**config.mk**
```make
export PLATFORM = sky130hd
export DESIGN_NAME = fpNormRound
export DESIGN_NICKNAME = d
export VERILOG_FILES = /design/src/rtl/fnr_pkg.sv /design/src/rtl/fnr_datapath.sv /design/src/rtl/fnr_control.sv /design/src/rtl/fpNormRound.sv
export SDC_FILE = /design/constraint.sdc
export NUM_CORES = 1
export LEC_CHECK = 0
export BUFFER_PORTS_ARGS = -buffer_cell sky130_fd_sc_hd__clkbuf_2
export CELL_PAD_IN_SITES_DETAIL_PLACEMENT = 0
export CELL_PAD_IN_SITES_GLOBAL_PLACEMENT = 1
export CORE_ASPECT_RATIO = 1.1
export CORE_MARGIN = 4
export CORE_UTILIZATION = 41
export CTS_BUF_LIST = sky130_fd_sc_hd__clkbuf_16
export DETAILED_ROUTE_END_ITERATION = 16
export GPL_TIMING_DRIVEN = 0
export PLACE_DENSITY = 0.83
export SLEW_MARGIN = 20
export SYNTH_ARGS = -nofsm -noshare
export SYNTH_HDL_FRONTEND = slang
export SYNTH_SLANG_ARGS = --single-unit
export TNS_END_PERCENT = 30
```
**constraint.sdc**
```tcl
create_clock -name clk -period 6.97 [get_ports clk]
set_input_delay 1.394 -clock clk [delete_from_list [all_inputs] [get_ports clk]]
set_output_delay 1.394 -clock clk [all_outputs]
set_load 0.02 [all_outputs]
```
**src/rtl/fnr_pkg.sv**
```systemverilog
package fnr_pkg;

  typedef enum logic [2:0] {
    ST_IDLE,
    ST_LOAD,
    ST_NORM,
    ST_ROUND,
    ST_CORR,
    ST_PACK,
    ST_DONE
  } fnrState_t;

  // One strobe per datapath action; at most one is high in any cycle.
  typedef struct packed {
    logic capture;
    logic load;
    logic shiftR;
    logic shiftL;
    logic roundStep;
    logic correct;
    logic pack;
  } fnrCtl_t;

endpackage

```
**src/rtl/fnr_datapath.sv**
```systemverilog
module fnr_datapath
  import fnr_pkg::*;
#(
  parameter int MANT_W = 24,
  parameter int EXP_W  = 8,
  parameter int REM_W  = 26
) (
  input  logic                      clk,
  input  logic                      rstN,
  input  fnrCtl_t                   ctl,
  input  logic                      inMode,
  input  logic                      inSign,
  input  logic [EXP_W+1:0]          inExp,
  input  logic [MANT_W+3:0]         inSum,
  input  logic [MANT_W+2:0]         inQuot,
  input  logic [REM_W-1:0]          inRem,
  output logic                      needRight,
  output logic                      needLeft,
  output logic [EXP_W+MANT_W-1:0]   outWord
);

  localparam int SUM_W  = MANT_W + 4;
  localparam int QUOT_W = MANT_W + 3;
  localparam int EXPI_W = EXP_W + 2;
  localparam int WORD_W = EXP_W + MANT_W;
  localparam logic signed [EXPI_W-1:0] ONE_E   = EXPI_W'(1);
  localparam logic signed [EXPI_W-1:0] EXP_TOP = EXPI_W'((1 << EXP_W) - 1);

  // Captured operand
  logic                     rawMode;
  logic                     rawSign;
  logic signed [EXPI_W-1:0] rawExp;
  logic [SUM_W-1:0]         rawSum;
  logic [QUOT_W-1:0]        rawQuot;
  logic [REM_W-1:0]         rawRem;

  // Working state: mantissa has one spare bit on top for the rounding carry
  logic                     sign;
  logic signed [EXPI_W-1:0] exp;
  logic [MANT_W:0]          mant;
  logic                     guardB;
  logic                     roundB;
  logic                     stickyB;

  logic                     rndInc;
  logic                     isInf;
  logic [EXP_W-1:0]         expField;

  assign rndInc    = guardB & (roundB | stickyB | mant[0]);
  assign needRight = exp < ONE_E;
  assign needLeft  = !mant[MANT_W-1] && (exp > ONE_E);
  assign isInf     = exp >= EXP_TOP;
  assign expField  = mant[MANT_W-1] ? exp[EXP_W-1:0] : '0;

  always_ff @(posedge clk or negedge rstN) begin
    if (!rstN) begin
      rawMode <= 1'b0;
      rawSign <= 1'b0;
      rawExp  <= '0;
      rawSum  <= '0;
      rawQuot <= '0;
      rawRem  <= '0;
    end else if (ctl.capture) begin
      rawMode <= inMode;
      rawSign <= inSign;
      rawExp  <= inExp;
      rawSum  <= inSum;
      rawQuot <= inQuot;
      rawRem  <= inRem;
    end
  end

  always_ff @(posedge clk or negedge rstN) begin
    if (!rstN) begin
      sign    <= 1'b0;
      exp     <= '0;
      mant    <= '0;
      guardB  <= 1'b0;
      roundB  <= 1'b0;
      stickyB <= 1'b0;
      outWord <= '0;
    end else if (ctl.load) begin
      sign <= rawSign;
      if (rawMode) begin
        mant    <= {1'b0, rawQuot[QUOT_W-1:3]};
        guardB  <= rawQuot[2];
        roundB  <= rawQuot[1];
        stickyB <= rawQuot[0] | (rawRem != '0);
        exp     <= rawExp;
      end else if (rawSum[SUM_W-1]) begin
        mant    <= {1'b0, rawSum[SUM_W-1:4]};
        guardB  <= rawSum[3];
        roundB  <= rawSum[2];
        stickyB <= rawSum[1] | rawSum[0];
        exp     <= rawExp + ONE_E;
      end else begin
        mant    <= {1'b0, rawSum[SUM_W-2:3]};
        guardB  <= rawSum[2];
        roundB  <= rawSum[1];
        stickyB <= rawSum[0];
        exp     <= rawExp;
      end
    end else if (ctl.shiftR) begin
      mant    <= mant >> 1;
      guardB  <= mant[0];
      roundB  <= guardB;
      stickyB <= roundB | stickyB;
      exp     <= exp + ONE_E;
    end else if (ctl.shiftL) begin
      mant    <= {1'b0, mant[MANT_W-2:0], guardB};
      guardB  <= roundB;
      roundB  <= 1'b0;
      exp     <= exp - ONE_E;
    end else if (ctl.roundStep) begin
      mant <= mant + (MANT_W+1)'(rndInc);
    end else if (ctl.correct) begin
      if (mant[MANT_W]) begin
        mant <= mant >> 1;
        exp  <= exp + ONE_E;
      end
    end else if (ctl.pack) begin
      if (isInf)
        outWord <= {sign, {EXP_W{1'b1}}, {(MANT_W-1){1'b0}}};
      else
        outWord <= {sign, expField, mant[MANT_W-2:0]};
    end
  end

  AST_RSHIFT_EXP: assert property (@(posedge clk) disable iff (!rstN)
    ctl.shiftR |=> exp == $past(exp) + ONE_E);
  AST_STICKY_HOLD: assert property (@(posedge clk) disable iff (!rstN)
    (ctl.shiftR || ctl.shiftL) && stickyB |=> stickyB);
  AST_NORM_FINAL: assert property (@(posedge clk) disable iff (!rstN)
    ctl.roundStep |-> (exp >= ONE_E) && (mant[MANT_W-1] || exp == ONE_E));
  AST_CORR_FITS: assert property (@(posedge clk) disable iff (!rstN)
    ctl.correct |=> !mant[MANT_W]);
  AST_WORD_HOLD: assert property (@(posedge clk) disable iff (!rstN)
    !ctl.pack |=> $stable(outWord));

  logic unusedWidth;
  assign unusedWidth = ^WORD_W;

endmodule

```
**src/rtl/fnr_control.sv**
```systemverilog
module fnr_control
  import fnr_pkg::*;
(
  input  logic    clk,
  input  logic    rstN,
  input  logic    inValid,
  input  logic    needRight,
  input  logic    needLeft,
  output logic    inReady,
  output logic    outDone,
  output fnrCtl_t ctl
);

  fnrState_t state;
  fnrState_t stateNext;

  assign inReady = (state == ST_IDLE);
  assign outDone = (state == ST_DONE);

  always_comb begin
    stateNext = state;
    ctl       = '0;
    unique case (state)
      ST_IDLE: if (inValid) begin
        ctl.capture = 1'b1;
        stateNext   = ST_LOAD;
      end
      ST_LOAD: begin
        ctl.load  = 1'b1;
        stateNext = ST_NORM;
      end
      ST_NORM: begin
        if (needRight)     ctl.shiftR = 1'b1;
        else if (needLeft) ctl.shiftL = 1'b1;
        else               stateNext  = ST_ROUND;
      end
      ST_ROUND: begin
        ctl.roundStep = 1'b1;
        stateNext     = ST_CORR;
      end
      ST_CORR: begin
        ctl.correct = 1'b1;
        stateNext   = ST_PACK;
      end
      ST_PACK: begin
        ctl.pack  = 1'b1;
        stateNext = ST_DONE;
      end
      ST_DONE: stateNext = ST_IDLE;
      default: stateNext = ST_IDLE;
    endcase
  end

  always_ff @(posedge clk or negedge rstN) begin
    if (!rstN) state <= ST_IDLE;
    else       state <= stateNext;
  end

  AST_DONE_PULSE: assert property (@(posedge clk) disable iff (!rstN)
    outDone |=> !outDone);
  AST_BUSY_AFTER_TAKE: assert property (@(posedge clk) disable iff (!rstN)
    inValid && inReady |=> !inReady);
  AST_STROBE_EXCL: assert property (@(posedge clk) disable iff (!rstN)
    $onehot0(ctl));
  AST_DONE_AFTER_PACK: assert property (@(posedge clk) disable iff (!rstN)
    ctl.pack |=> outDone);

endmodule

```
**src/rtl/fpNormRound.sv**
```systemverilog
module fpNormRound
  import fnr_pkg::*;
#(
  parameter int MANT_W = 24,
  parameter int EXP_W  = 8,
  parameter int REM_W  = 26
) (
  input  logic                    clk,
  input  logic                    rstN,
  input  logic                    inValid,
  output logic                    inReady,
  input  logic                    inMode,
  input  logic                    inSign,
  input  logic [EXP_W+1:0]        inExp,
  input  logic [MANT_W+3:0]       inSum,
  input  logic [MANT_W+2:0]       inQuot,
  input  logic [REM_W-1:0]        inRem,
  output logic [EXP_W+MANT_W-1:0] outWord,
  output logic                    outDone
);

  fnrCtl_t ctl;
  logic    needRight;
  logic    needLeft;

  fnr_control uCtrl (
    .clk      (clk),
    .rstN     (rstN),
    .inValid  (inValid),
    .needRight(needRight),
    .needLeft (needLeft),
    .inReady  (inReady),
    .outDone  (outDone),
    .ctl      (ctl)
  );

  fnr_datapath #(
    .MANT_W(MANT_W),
    .EXP_W (EXP_W),
    .REM_W (REM_W)
  ) uPath (
    .clk      (clk),
    .rstN     (rstN),
    .ctl      (ctl),
    .inMode   (inMode),
    .inSign   (inSign),
    .inExp    (inExp),
    .inSum    (inSum),
    .inQuot   (inQuot),
    .inRem    (inRem),
    .needRight(needRight),
    .needLeft (needLeft),
    .outWord  (outWord)
  );

endmodule

```
==> After elaboration in Yosys (flattened, before gate mapping) <==
Cells that the tools add are included.
{ "classes": {"mux": 46, "magnitude_cmp": 3, "n_bitwise": 10, "addsub": 4, "eq_ne": 10, "n_reduce_logical": 14} }
{ "op_table": {"columns": ["cell", "n"], "rows": [
  ["$mux 25", 6],
  ["$mux 10", 8],
  ["$mux 24", 2],
  ["$mux 31", 1],
  ["$reduce_bool 26->1", 1],
  ["$add 25x1->25", 1],
  ["$mux 1", 23],
  ["$add 10x2->10 const B", 2],
  ["$pmux 3 s6", 1],
  ["$ge 10x9->1 const B", 1],
  ["$gt 10x2->1 const B", 1],
  ["$lt 10x2->1 const B", 1],
  ["$reduce_bool 5->1", 2],
  ["$sub 10x2->10 const B", 1],
  ["$eq 3x3->1 const B", 3],
  ["$mux 3", 3],
  ["$mux 8", 1],
  ["$reduce_bool 4->1", 2],
  ["$eq 3x2->1 const B", 2],
  ["$ne 2x2->1 const B", 3],
  ["$reduce_and 3->1", 2],
  ["$reduce_and 6->1", 1],
  ["$not 1->1", 5],
  ["$ne 4x1->1 const B", 1],
  ["other kinds (10)", 13]
]} }
{ "totals": {"output_inout_bits": 34, "input_bits": 96, "elab_cells": 102, "regBits": 167} }

==> Logic depth before layout (Yosys ltp) <==
{ "depth": {"depth_word": 8, "depth_mapped": 10} }

==> Modules after synthesis <==
A second synthesis with hierarchy kept.
{ "hier_totals": {"cells_unflattened": 844, "hier_area_um2": 8912.3} }
{ "by_module_without_submodules": {"columns": ["module", "n_inst", "cells_each", "area_each_um2", "seq_area_each_um2"], "rows": [
  ["fnr_datapath", 1, 821, 8713.4, 4103.9],
  ["fnr_control", 1, 23, 198.9, 75.1]
]} }

==> Worst setup path after synthesis <==
Ideal clock, no wire load.
{ "synth_timing": {"path_type": "input -> register", "start": "input port inValid", "end": "register uPath.rawExp[3]", "setup_slack_ns": 4.346, "stages": 5, "n_path_buf": 3, "setup_time_ns": 0.125, "arrival_time_ns": 2.499, "required_ns": 6.845, "cell_sequence": "and2_1 > clkbuf_1 > clkbuf_1 > buf_2 > mux2_2"} }
{ "synth_between": {"elab_chain_cells": 2} }
{ "synth_rtl": {"columns": ["element", "line_no", "rtl"], "rows": [
  ["start, declared", "fpNormRound.sv:10", "input logic inValid,"],
  ["$mux 1", "fnr_control.sv:24", "ST_IDLE: if (inValid) begin"],
  ["$mux 1", "fnr_control.sv:23", "unique case (state)"],
  ["end signal, assigned", "fnr_datapath.sv:66", "rawExp <= inExp;"],
  ["end, declared", "fnr_datapath.sv:32", "logic signed [EXPI_W-1:0] rawExp;"]
]} }
Every way passes these cells.
A chain may end at the register's enable or synchronous reset.

==> Worst setup path in the final report <==
{ "layout_timing": {"start": "register uCtrl.state[2]", "end": "register uPath.mant[18]"} }
{ "layout_between": {"elab_chain_cells": 6} }
{ "layout_rtl": {"columns": ["element", "line_no", "rtl"], "rows": [
  ["start, declared", "fnr_control.sv:14", "fnrState_t state;"],
  ["start signal, assigned", "fnr_control.sv:56", "else state <= stateNext;"],
  ["$eq 3x2->1", "fnr_control.sv:23", null],
  ["$mux 1", "fnr_control.sv:23", null],
  ["$mux 25", "fnr_datapath.sv:114", "end else if (ctl.roundStep) begin"],
  ["$mux 25", "fnr_datapath.sv:109", "end else if (ctl.shiftL) begin"],
  ["$mux 25", "fnr_datapath.sv:103", "end else if (ctl.shiftR) begin"],
  ["$mux 25", "fnr_datapath.sv:82", "end else if (ctl.load) begin"],
  ["end signal, assigned", "fnr_datapath.sv:104", "mant <= mant >> 1;"],
  ["end signal, assigned", "fnr_datapath.sv:110", "mant <= {1'b0, mant[MANT_W-2:0], guardB};"],
  ["end signal, assigned", "fnr_datapath.sv:115", "mant <= mant + (MANT_W+1)'(rndInc);"],
  ["end, declared", "fnr_datapath.sv:40", "logic [MANT_W:0] mant;"]
]} }
Parallel ways exist; a longest one is shown, timed or not.

==> key figures <==
Status
  – Status: complete, no violations

Routing
  – First-pass detailed-route iteration total: 5
  – Initial DRC count: 626
  – Routed wire per std cell: around 19 um
  – Drt total wl: 24670 um
  – Post-DR vias/cell: between 5 and 6
  – DRC viols: 0
  – Antenna Violating Nets Remaining: 0
  – DR vias: 7285

Power and ir drop
  – Net switching power: 2.274 mW
  – Power share of the sequential group: 33.9%
  – Pint: around 3.1 mW
  – Sw frac: around 43%
  – Worst vdd ir: 213.0 uV
  – Leakage: about 4.4 nW
  – Pwr/cell area: 513.8 mW/mm2
  – Logic pwr share: between 40% and 50%
  – Clk network pwr share: 17.4%
  – Total power: 5.331 mW

STA
  – Setup-failing EPs final: 0
  – Max-slew violation total from the final report: 0
  – Slew @ Worst Pin: 0.9128 ns
  – Tcrit/Tclk final: a little over two fifths
  – Fmax: ~0.34 GHz
  – Setup TNS: 0 ns
  – RSZ-0062 raised after global routing: no
  – Rel. slew slack: between 30% and 40%
  – Worst Skew: 0.01270 ns
  – Final hold violations: 0
  – Final worst path period need: 2.940 ns

Place
  – Cell area after placement: 0.009809 mm2
  – GP Congestion: between 0.9 and 1
  – HPWL reported at the end of detailed placement: 18280 um
  – Placed insts: 1262
  – Port bufs: 129

Final layout
  – Multi-input logic area: 0.004202 mm2
  – ANT cells: 0
  – Post-route cell area: 0.01038 mm2
  – Reg area: 0.004179 mm2
  – Share of cells above drive strength 1: 29.04%
  – Non-filler cells, final: roughly 1300
  – FILL cells: about 2000
  – NumNets Final: 1097
  – Area Overhead vs Synth: 18.67%

Synth
  – Cell count after synthesis: around 850
  – Post-synthesis sequential area ratio: 47.80%
  – Post-synth EDFFs: 0
  – Yosys Warn Count: 0
  – Number of distinct library cells after synthesis: 70
  – Flops & latches, synth: 167
  – Mapped Area: 0.008743 mm2
  – Avg Cell Area, Syn: slightly above 10 um2
  – Synthesized Nets: 947
  – Most used DFF post-synth: dfrtp_1
  – Async SR Flop Fraction: 100.0%

Worst hold path
  – Hold WC Path Type: register to register

Clock tree
  – Post-CTS setup buffers: 0
  – Clock buffer depth: 2
  – Root buffer cell: clkbuf_16
  – H-tree levels: 4
  – # hold bufs at CTS: 0
  – # clock sinks: approximately 170
  – Skew-Pair Late Insertion Delay: ~0.44 ns
  – CTS tree: yes
  – Post-cts gate resize count: 0
  – Worst-path clk slew: 0.07 ns
  – CTS buffer count: 17

Run
  – Max-cap viol count: 0

Die
  – Initial core utilization: 42.07%
  – Die Y: 161.2 um
  – Die ar.: 0.02373 mm2
  – Total I/O pin count: 130
  – Die Wd: 147.2 um
  – Core Rows: between 50 and 60
  – Core area: 0.02078 mm2

Global route
  – Overflow left after global routing: 0
  – GR Util All Layers: 21.03%
  – Global-route wire length before repair: around 40000 um
  – Antenna violations before repair: 0
  – Vias in the first global route: 7336
  – Largest net degree at the start of global routing: 70

Critical path
  – Worst R2R Setup Slack: 4.03 ns
  – Crit path kind: register to register
  – Crit path max fanout: 10
  – CP startpoint kind: register
  – Worst EP arrival: 3.31 ns
  – Crit end category: register
  – Req. time, crit path: 7.34 ns
==> kinds of logic after synthesis <==
kind of cell	count (synthesis)	synth area share, %
adders and majority gates	5	0.7155
DFF	167	47.80
xor gates and xnor gates	29	2.905
buffers and inverters	84	4.150
muxes	124	15.66
AOI/OAI and AO/OA	202	15.58
and+or+nand+nor	235	13.19
==> worst max-delay path, stage by stage (launching register included) <==
cell and delay [ns]:
dfrtp_1 0.33, clkbuf_1 0.30, nand2b_1 0.28, or2_2 0.14, clkbuf_1 0.29, clkbuf_1 0.49, buf_1 0.62, o211ai_1 0.24
a21oi_1 0.18
==> final timing paths <==
check,from,endpoint,cells past startpoint
worst max-delay path,uCtrl.state[2],uPath.mant[18],8
worst min-delay path,uPath.sign,uPath.outWord[31],2
worst max register to register,uCtrl.state[2],uPath.mant[18],8
worst min register to register,uPath.sign,uPath.outWord[31],2
max in group asynchronous,rstN,uPath.exp[5],2
min in group asynchronous,rstN,uPath.rawSum[13],1
==> power by group through the flow <==
stage	clock network [mW]	logic, mW	registers [mW]
final	0.927	2.60	1.81
after global routing	0.985	2.84	1.88
after CTS	0.940	2.58	1.81
after detailed placement	0	2.57	1.83
after global placement	0	2.53	1.81
after floorplan	0	1.79	1.82
==> through the flow <==
stage               setup WS, ns  hold WS [ns]  utilization [%]
finish                     4.030        0.4798            49.93
global route               3.865        0.5154            49.93
CTS                        4.057        0.4809            49.93
detailed placement         3.817        0.4635            47.20
global placement           1.445        0.4647            46.89
floorplan                  4.346        0.4348                -
==> synthesized netlist by cell type (2+ instances only) <==
library cell / instances / area share [%]
dfrtp_1: 167 / 48
and4_1: 2 / 0.20
nand3_1: 25 / 1.4
nor4_1: 11 / 0.79
o31ai_1: 2 / 0.17
a221o_1: 4 / 0.46
and3_1: 9 / 0.64
a222oi_1: 6 / 0.69
o22ai_1: 18 / 1.3
nand4_1: 13 / 0.93
and2_1: 6 / 0.43
a221oi_1: 2 / 0.20
nand3b_1: 3 / 0.26
mux2i_1: 22 / 2.5
a2bb2oi_1: 2 / 0.20
o21ai_0: 38 / 2.2
buf_2: 14 / 0.80
a211oi_1: 4 / 0.34
buf_6: 2 / 0.26
nor3_1: 16 / 0.92
o211ai_1: 9 / 0.77
a211o_1: 3 / 0.30
nand2b_1: 3 / 0.21
mux2_2: 102 / 13
ha_1: 5 / 0.72
xor2_1: 10 / 1.0
nand2_1: 68 / 2.9
a22o_1: 25 / 2.5
clkbuf_1: 51 / 2.2
nor2b_1: 2 / 0.14
buf_1: 6 / 0.26
inv_1: 9 / 0.39
a22oi_1: 5 / 0.43
o221ai_1: 3 / 0.30
o21ai_1: 8 / 0.46
nor2_1: 59 / 2.5
a21oi_1: 44 / 2.5
or3_1: 4 / 0.29
a31oi_1: 15 / 1.1
xnor2_1: 19 / 1.9
==> state kept, by name, summed over array words and instances, names as in the netlist <==
signal and flops:
uPath.rawRem 26, uPath.mant 25, uPath.rawExp 10, uPath.rawMode 1
uPath.rawQuot 27, uCtrl.state 3, uPath.roundB 1, uPath.guardB 1
uPath.rawSum 28, uPath.stickyB 1, uPath.rawSign 1, uPath.exp 10
uPath.sign 1, uPath.outWord 32
==> layout by cell type (no fill, tap or decap), drive strengths merged, types with 7 or more instances in the layout <==
cell type	netlist	routed
o21ai	46	46
inv	9	15
o211ai	9	9
mux2	102	102
nor2	59	59
nor3	18	18
nand2	69	69
a22o	25	25
clkinv	0	7
clkbuf	51	197
nor4	12	12
mux2i	22	22
a21oi	45	45
xor2	10	10
and2	7	7
dfrtp	167	167
o22ai	18	18
nand3	25	25
a31oi	15	15
nand4	13	13
buf	24	26
and3	9	9
xnor2	19	19
==> routing by layer <==
metal  up-vias  part of all wire [%]  track usage [%]
met4         0                   1.5            6.314
met1      3539                    44            28.89
li1       3416                     -                -
met5         -                     0                0
met2       298                    47            33.26
met3        32                   8.0            5.022
==> layout make-up <==
| type | instances | area share [%] |
|---|---|---|
| plain buffers | 75 | 3.171 |
| clock buffers | 17 | 4.100 |
| clock inverters | 15 | 1.363 |
| inverters | 9 | 0.3256 |
| multi-input cells | 595 | 40.49 |
| flip-flops and latches | 167 | 40.27 |
| well taps | 285 | 3.437 |
| repair buffers | 131 | 6.837 |
Note: power is estimated with default switching activity, not from simulation.
